==> src/rtl/rxs_pkg.sv <==
package rxs_pkg;

  typedef enum logic [2:0] {
    S_IDLE,
    S_START,
    S_DATA,
    S_PAR,
    S_STOP
  } rxState_t;

  // Strobes from bit-timing control to the datapath
  typedef struct packed {
    logic tick;      // baud tick passed through
    logic lineHigh;  // synchronized line level
    logic shiftEn;   // capture one data bit
    logic bitVal;    // value of the captured bit
    logic done;      // stop bit sampled, frame complete
    logic parErr;    // parity mismatch on this frame
    logic frmErr;    // stop bit was low
  } rxStrobe_t;

endpackage

==> src/rtl/rxs_ctrl.sv <==
module rxs_ctrl #(
  parameter int OVERSAMPLE = 16,
  parameter int DATA_BITS  = 8
) (
  input  logic clk,
  input  logic rstN,
  input  logic rxdIn,
  input  logic baudTick,
  input  logic rxEn,
  input  logic parEn,
  output rxs_pkg::rxStrobe_t strb
);
  import rxs_pkg::*;

  localparam int OSW = $clog2(OVERSAMPLE);
  localparam int BIW = $clog2(DATA_BITS);
  localparam logic [OSW-1:0] HALF_LAST = OSW'(OVERSAMPLE / 2 - 1);
  localparam logic [OSW-1:0] FULL_LAST = OSW'(OVERSAMPLE - 1);
  localparam logic [BIW-1:0] BIT_LAST  = BIW'(DATA_BITS - 1);

  logic rxMeta, rxSync;
  rxState_t state;
  logic [OSW-1:0] tickCnt;
  logic [BIW-1:0] bitIdx;
  logic parAcc, hadPar;
  logic sampleNow;

  always_ff @(posedge clk) begin
    if (!rstN) begin
      rxMeta <= 1'b1;
      rxSync <= 1'b1;
    end else begin
      rxMeta <= rxdIn;
      rxSync <= rxMeta;
    end
  end

  assign sampleNow = baudTick && (tickCnt == FULL_LAST);

  always_ff @(posedge clk) begin
    if (!rstN || !rxEn) begin
      state   <= S_IDLE;
      tickCnt <= '0;
      bitIdx  <= '0;
      parAcc  <= 1'b0;
      hadPar  <= 1'b0;
    end else if (baudTick) begin
      case (state)
        S_IDLE: if (!rxSync) begin
          state   <= S_START;
          tickCnt <= '0;
        end
        S_START: begin
          if (tickCnt == HALF_LAST) begin
            tickCnt <= '0;
            if (rxSync) begin
              state <= S_IDLE;
            end else begin
              state  <= S_DATA;
              bitIdx <= '0;
              parAcc <= 1'b0;
              hadPar <= 1'b0;
            end
          end else begin
            tickCnt <= tickCnt + 1'b1;
          end
        end
        S_DATA: begin
          tickCnt <= tickCnt + 1'b1;
          if (tickCnt == FULL_LAST) begin
            parAcc <= parAcc ^ rxSync;
            bitIdx <= bitIdx + 1'b1;
            if (bitIdx == BIT_LAST) begin
              state  <= parEn ? S_PAR : S_STOP;
              hadPar <= parEn;
            end
          end
        end
        S_PAR: begin
          tickCnt <= tickCnt + 1'b1;
          if (tickCnt == FULL_LAST) begin
            parAcc <= parAcc ^ rxSync;
            state  <= S_STOP;
          end
        end
        S_STOP: begin
          tickCnt <= tickCnt + 1'b1;
          if (tickCnt == FULL_LAST) state <= S_IDLE;
        end
        default: state <= S_IDLE;
      endcase
    end
  end

  always_comb begin
    strb          = '0;
    strb.tick     = baudTick;
    strb.lineHigh = rxSync;
    strb.bitVal   = rxSync;
    strb.shiftEn  = (state == S_DATA) && sampleNow;
    strb.done     = (state == S_STOP) && sampleNow;
    strb.parErr   = hadPar && parAcc;
    strb.frmErr   = !rxSync;
  end

  // disabling the receiver returns the timing machine to idle
  p_disable_idles_r3: assert property (@(posedge clk) disable iff (!rstN)
    !rxEn |=> state == S_IDLE);

  // a start that is high again at its centre is rejected
  p_false_start_r2: assert property (@(posedge clk) disable iff (!rstN)
    rxEn && baudTick && state == S_START && tickCnt == HALF_LAST && rxSync
    |=> state == S_IDLE);

endmodule

==> src/rtl/rxs_datapath.sv <==
module rxs_datapath #(
  parameter int OVERSAMPLE = 16,
  parameter int DATA_BITS  = 8,
  parameter int IDLE_BITS  = 10
) (
  input  logic clk,
  input  logic rstN,
  input  rxs_pkg::rxStrobe_t strb,
  input  logic dataRdEn,
  input  logic statusWrEn,
  input  logic ctrlWrEn,
  input  logic [7:0] busWdata,
  output logic rxEn,
  output logic parEn,
  output logic [DATA_BITS-1:0] rxData,
  output logic [7:0] rxStatus
);
  localparam int IDLE_TICKS = IDLE_BITS * OVERSAMPLE;
  localparam int CW = $clog2(IDLE_TICKS + 1);
  localparam logic [CW-1:0] IDLE_LAST = CW'(IDLE_TICKS - 1);

  logic [1:0] cfgReg;
  logic [DATA_BITS-1:0] shiftReg, dataReg, dataNxt;
  logic full, ovr, prty, frme, huntFlag;
  logic fullNxt, ovrNxt, prtyNxt, frmeNxt;
  logic [CW-1:0] idleCnt;
  logic unusedBits;

  assign unusedBits = ^{busWdata[7:5], busWdata[3:2]};
  assign rxEn  = cfgReg[0];
  assign parEn = cfgReg[1];

  always_ff @(posedge clk) begin
    if (!rstN) cfgReg <= 2'b00;
    else if (ctrlWrEn) cfgReg <= busWdata[1:0];
  end

  always_ff @(posedge clk) begin
    if (!rstN) shiftReg <= '0;
    else if (strb.shiftEn) shiftReg <= {strb.bitVal, shiftReg[DATA_BITS-1:1]};
  end

  // Read clear first, then any transfer of the finished frame
  always_comb begin
    fullNxt = full;
    ovrNxt  = ovr;
    prtyNxt = prty;
    frmeNxt = frme;
    dataNxt = dataReg;
    if (dataRdEn) begin
      fullNxt = 1'b0;
      ovrNxt  = 1'b0;
      prtyNxt = 1'b0;
      frmeNxt = 1'b0;
    end
    if (strb.done && !huntFlag) begin
      if (strb.parErr || strb.frmErr) begin
        prtyNxt = prtyNxt | strb.parErr;
        frmeNxt = frmeNxt | strb.frmErr;
      end else if (fullNxt) begin
        ovrNxt = 1'b1;
      end else begin
        dataNxt = shiftReg;
        fullNxt = 1'b1;
      end
    end
  end

  always_ff @(posedge clk) begin
    if (!rstN) begin
      full    <= 1'b0;
      ovr     <= 1'b0;
      prty    <= 1'b0;
      frme    <= 1'b0;
      dataReg <= '0;
    end else begin
      full    <= fullNxt;
      ovr     <= ovrNxt;
      prty    <= prtyNxt;
      frme    <= frmeNxt;
      dataReg <= dataNxt;
    end
  end

  always_ff @(posedge clk) begin
    if (!rstN) begin
      huntFlag <= 1'b0;
      idleCnt  <= '0;
    end else if (statusWrEn && busWdata[4]) begin
      huntFlag <= 1'b1;
      idleCnt  <= '0;
    end else if (huntFlag && strb.tick) begin
      if (!strb.lineHigh) begin
        idleCnt <= '0;
      end else if (idleCnt == IDLE_LAST) begin
        huntFlag <= 1'b0;
        idleCnt  <= '0;
      end else begin
        idleCnt <= idleCnt + 1'b1;
      end
    end
  end

  assign rxData   = dataReg;
  assign rxStatus = {3'b000, 1'b0, huntFlag, frme, prty, ovr, full};

  p_read_clears_r4: assert property (@(posedge clk) disable iff (!rstN)
    dataRdEn && !(strb.done && !huntFlag) |=> rxStatus[3:0] == 4'b0000);

  p_lost_keeps_data_r5: assert property (@(posedge clk) disable iff (!rstN)
    full && !dataRdEn && strb.done && !huntFlag && !strb.parErr && !strb.frmErr
    |=> ovr && $stable(dataReg));

  p_error_no_ready_r6: assert property (@(posedge clk) disable iff (!rstN)
    !full && strb.done && (strb.parErr || strb.frmErr)
    |=> !full);

  p_hunt_freezes_r8: assert property (@(posedge clk) disable iff (!rstN)
    huntFlag && !dataRdEn |=> $stable(rxStatus[3:0]) && $stable(dataReg));

  p_hunt_clear_high_r9: assert property (@(posedge clk) disable iff (!rstN)
    $fell(huntFlag) |-> $past(strb.lineHigh));

endmodule

==> src/rtl/rx_status_unit.sv <==
module rx_status_unit #(
  parameter int OVERSAMPLE = 16,
  parameter int IDLE_BITS  = 10
) (
  input  logic       clk,
  input  logic       rstN,
  input  logic       rxdIn,
  input  logic       baudTick,
  input  logic       dataRdEn,
  input  logic       statusWrEn,
  input  logic       ctrlWrEn,
  input  logic [7:0] busWdata,
  output logic [7:0] rxData,
  output logic [7:0] rxStatus
);
  rxs_pkg::rxStrobe_t strb;
  logic rxEn, parEn;

  rxs_ctrl #(.OVERSAMPLE(OVERSAMPLE), .DATA_BITS(8)) u_ctrl (
    .clk(clk), .rstN(rstN), .rxdIn(rxdIn), .baudTick(baudTick),
    .rxEn(rxEn), .parEn(parEn), .strb(strb)
  );

  rxs_datapath #(.OVERSAMPLE(OVERSAMPLE), .DATA_BITS(8), .IDLE_BITS(IDLE_BITS)) u_dp (
    .clk(clk), .rstN(rstN), .strb(strb), .dataRdEn(dataRdEn),
    .statusWrEn(statusWrEn), .ctrlWrEn(ctrlWrEn), .busWdata(busWdata),
    .rxEn(rxEn), .parEn(parEn), .rxData(rxData), .rxStatus(rxStatus)
  );

endmodule

==> config.mk <==
export PLATFORM = sky130hd
export DESIGN_NAME = rx_status_unit
export DESIGN_NICKNAME = d
export VERILOG_FILES = /design/src/rtl/rxs_pkg.sv /design/src/rtl/rxs_ctrl.sv /design/src/rtl/rxs_datapath.sv /design/src/rtl/rx_status_unit.sv
export SDC_FILE = /design/constraint.sdc
export NUM_CORES = 1
export LEC_CHECK = 0
export CORE_MARGIN = 3
export CORE_UTILIZATION = 54
export CTS_CLUSTER_DIAMETER = 30
export DETAILED_ROUTE_END_ITERATION = 10
export HOLD_SLACK_MARGIN = 0.06
export PLACE_DENSITY = 0.8
export SLEW_MARGIN = 20
export SYNTH_ARGS = -nofsm -noshare
export SYNTH_HDL_FRONTEND = slang
export SYNTH_HIERARCHICAL = 1
export SYNTH_SLANG_ARGS = --single-unit
export TNS_END_PERCENT = 30
==> constraint.sdc <==
create_clock -name clk -period 2.3 [get_ports clk]
set_input_delay 0.46 -clock clk [delete_from_list [all_inputs] [get_ports clk]]
set_output_delay 0.46 -clock clk [all_outputs]
set_load 0.01 [all_outputs]
==> results.py <==
metrics = {
    "run_status": {
        "outcome": "finished, final reports clean",
    },
    "clock_network": {
        "cts_root_buf": "clkbuf_8",
        "cts_tree": "done",
        "ctsHoldBuffers": 0,
        "clkLatencyLatePin_ns": 0.30,
        "path_clk_slew_ns": 0.09,
        "clock-sinks": 45,
        "postCtsSetupBuffers": 0,
        "cts.path.max_buffers": 2,
        "cts_buffers": 5,
        "cts_max_level": 2,
        "cts_resized": 0,
    },
    "sta": {
        "tightestPinTransition_ns": 0.483,
        "skew_ns": 0.0105,
        "fin_crit_ns": 1.97,
        "slew_headroom_pct": 67.4,
        "fmax_mhz": 507,
        "timing.final.crit_share_pct": 85.7,
        "hold_violations": 0,
        "finalSetupViolCount": 0,
        "drv_slew": 0,
        "rsz0062_at_grt": "no",
        "fin_setup_tns_ns": 0,
    },
    "drt": {
        "first_pass_iters": 4,
        "drc": 0,
        "wirelength_mm": 4.53,
        "first_iter_violations": 149,
        "routed_via_density": 5.64,
        "vias": 1815,
        "ant_nets": 0,
        "wire_per_inst_um": 14.1,
    },
    "global_routing": {
        "gr-usage-all-layers_pct": 19.6,
        "grt_first_pass_wirelength_mm": 7.86,
        "antenna_found_initial": 0,
        "gr-total-overflow": 0,
        "grt_max_degree": 18,
        "grt_pass1_vias": 1702,
    },
    "floorplan": {
        "die_h_um": 70.3,
        "die_w_um": 70.3,
        "rows": 22,
        "die_area_um2": 4950,
        "core_region_area_um2": 3830,
        "ioPinCount": 31,
        "start_util_pct": 58.4,
    },
    "pwr": {
        "peakVddDrop_mv": 0.464,
        "p_leak_uw": 0.000987,
        "p_per_area_nw_per_um2": 597,
    },
    "logic_synthesis": {
        "ys_async_sr_fraction_pct": 0,
        "yosys_register_bits": 45,
        "synthFlopType": "dfxtp_1",
        "ys_seq_area_share_pct": 40.3,
        "synth_edf_count": 0,
        "ys_warn_count": 6,
        "synth_area_per_cell_um2": 9.02,
        "synth_cells": 248,
        "syn_area_um2": 2240,
        "synth.distinct_cells": 48,
    },
    "place": {
        "place.port_buffers": 22,
        "routabilityCongestion": 0.864,
        "hpwl_mm": 3.13,
    },
    "finish": {
        "area_growth_pct": 18.2,
        "final_util_pct": 69.1,
        "finalNetCount": 292,
        "drive_above_1_share_pct": 11.7,
        "diodes": 0,
        "final.fill_count": 319,
    },
    "min_path": {
        "min_path_type": "reg2reg",
    },
    "setup_path": {
        "end_kind": "flop",
        "worst-setup-path-type": "reg2reg",
        "worst_ep_arrival_time_ns": 2.16,
        "path_max_fanout": 9,
        "required_ns": 2.49,
        "startpoint_type": "flop",
    },
    "run": {
        "drv_cap": 0,
    },
}
## worst paths after layout
check	from	endpoint	slack (ns)	cells after the start
setup reg to reg	u_ctrl/state[0]	u_dp/shiftReg[0]	0.33	6
hold reg to reg	u_ctrl/rxMeta	u_ctrl/rxSync	0.42	1
hold / removal	u_ctrl/rxMeta	u_ctrl/rxSync	0.42	1
setup / recovery	u_ctrl/state[0]	u_dp/shiftReg[0]	0.33	6
## metal layers
metal | wire (µm) | vias up | global-route usage, %
met3 | 213 | 8 | 4.89
met2 | 2170 | 44 | 30.6
li1 | - | 930 | -
met4 | 81 | 0 | 7.02
met1 | 2060 | 833 | 26.0
met5 | 0 | - | 0
## cell usage after synthesis (2+ instances only)
cell	n	share of area [%]
nand4_1	3	0.84
or4b_2	2	0.90
nand2b_1	6	1.7
nor2b_1	25	7.0
and3_1	2	0.56
inv_1	3	0.50
nand4b_1	2	0.78
clkbuf_1	7	1.2
and2_1	3	0.84
nand3_1	9	2.0
or4_1	3	1.0
nor3b_1	2	0.67
a21oi_1	20	4.5
o21ai_0	9	2.0
buf_2	2	0.45
mux2i_1	21	9.4
xor2_1	2	0.78
buf_4	11	3.7
o211ai_1	2	0.67
nor3_1	6	1.3
a31oi_1	5	1.4
o31ai_1	2	0.67
nand2_1	15	2.5
ha_1	4	2.2
dfxtp_1	45	40
a21o_1	4	1.3
nor2_1	12	2.0
## state kept, by name, summed over array words and instances (netlist names), 2 cells and up
signal and count:
u_dp/shiftReg 8, u_ctrl/tickCnt 4, u_dp/cfgReg 2, u_dp/idleCnt 8, u_dp/rxData 8, u_ctrl/bitIdx 3
u_ctrl/state 3
## metrics by stage
step,area (µm²),hold slack [ns],setup WS [ns],power [µW],std cells
after global routing,2640,0.433,0.144,1630,322
after global placement,2510,0.394,0.0713,883,314
after CTS,2640,0.420,0.308,1590,322
after floorplan,2240,0.386,0.289,852,250
after detailed placement,2510,0.398,0.0443,883,314
final,2640,0.415,0.329,1580,322
## power breakdown
group	leakage (µW)	switching (µW)	internal, µW
clock network	0.0000687	276	437
registers	0.000363	6.15	784
logic	0.000555	37.3	38.9
total	0.000987	319	1260
## layout by cell type, fill, tap and decap left out, types with 3 or more instances in the layout
| master | n |
|---|---|
| dfxtp_1 | 45 |
| or4_1 | 3 |
| clkdlybuf4s50_1 | 22 |
| nor3_1 | 6 |
| conb_1 | 3 |
| nor2b_1 | 25 |
| a21oi_1 | 20 |
| nand4_1 | 3 |
| nand2b_1 | 6 |
| nand3_1 | 9 |
| inv_1 | 3 |
| nor2_1 | 12 |
| a31oi_1 | 5 |
| a21o_1 | 4 |
| nand2_1 | 15 |
| ha_1 | 4 |
| clkbuf_8 | 5 |
| and2_1 | 3 |
| mux2i_1 | 21 |
| o21ai_0 | 9 |
| buf_4 | 15 |
## worst max-delay path: stages (launching register included)
cell	delay [ns]
dfxtp_1	0.49
or4b_4	0.51
a21o_1	0.22
nor3_1	0.15
buf_4	0.22
mux2i_1	0.22
nor2b_1	0.07
## kinds of logic (layout without fill, tap and decap cells)
logic type,Yosys count,in the layout,share of synthesized area [%]
flops,45,45,40.3
fa+ha+maj,4,4,2.24
buf+inv,24,48,6.32
mux,21,21,9.40
xor+xnor,2,2,0.784
simple gates,103,103,27.7
other cells,1,3,0.168
compound gates,48,48,13.1
## final cells by class
type / instances / area (µm²) / area share [%]
Inverter: 3 / 11.3 / 0.426
Clock buffer: 5 / 68.8 / 2.60
Clock inverter: 3 / 68.8 / 2.60
Sequential cell: 45 / 901 / 34.1
Multi-Input combinational cell: 181 / 1200 / 45.4
Tap cell: 48 / 60.1 / 2.27
Timing Repair Buffer: 37 / 333 / 12.6
Note: power is estimated with default switching activity, not from simulation.
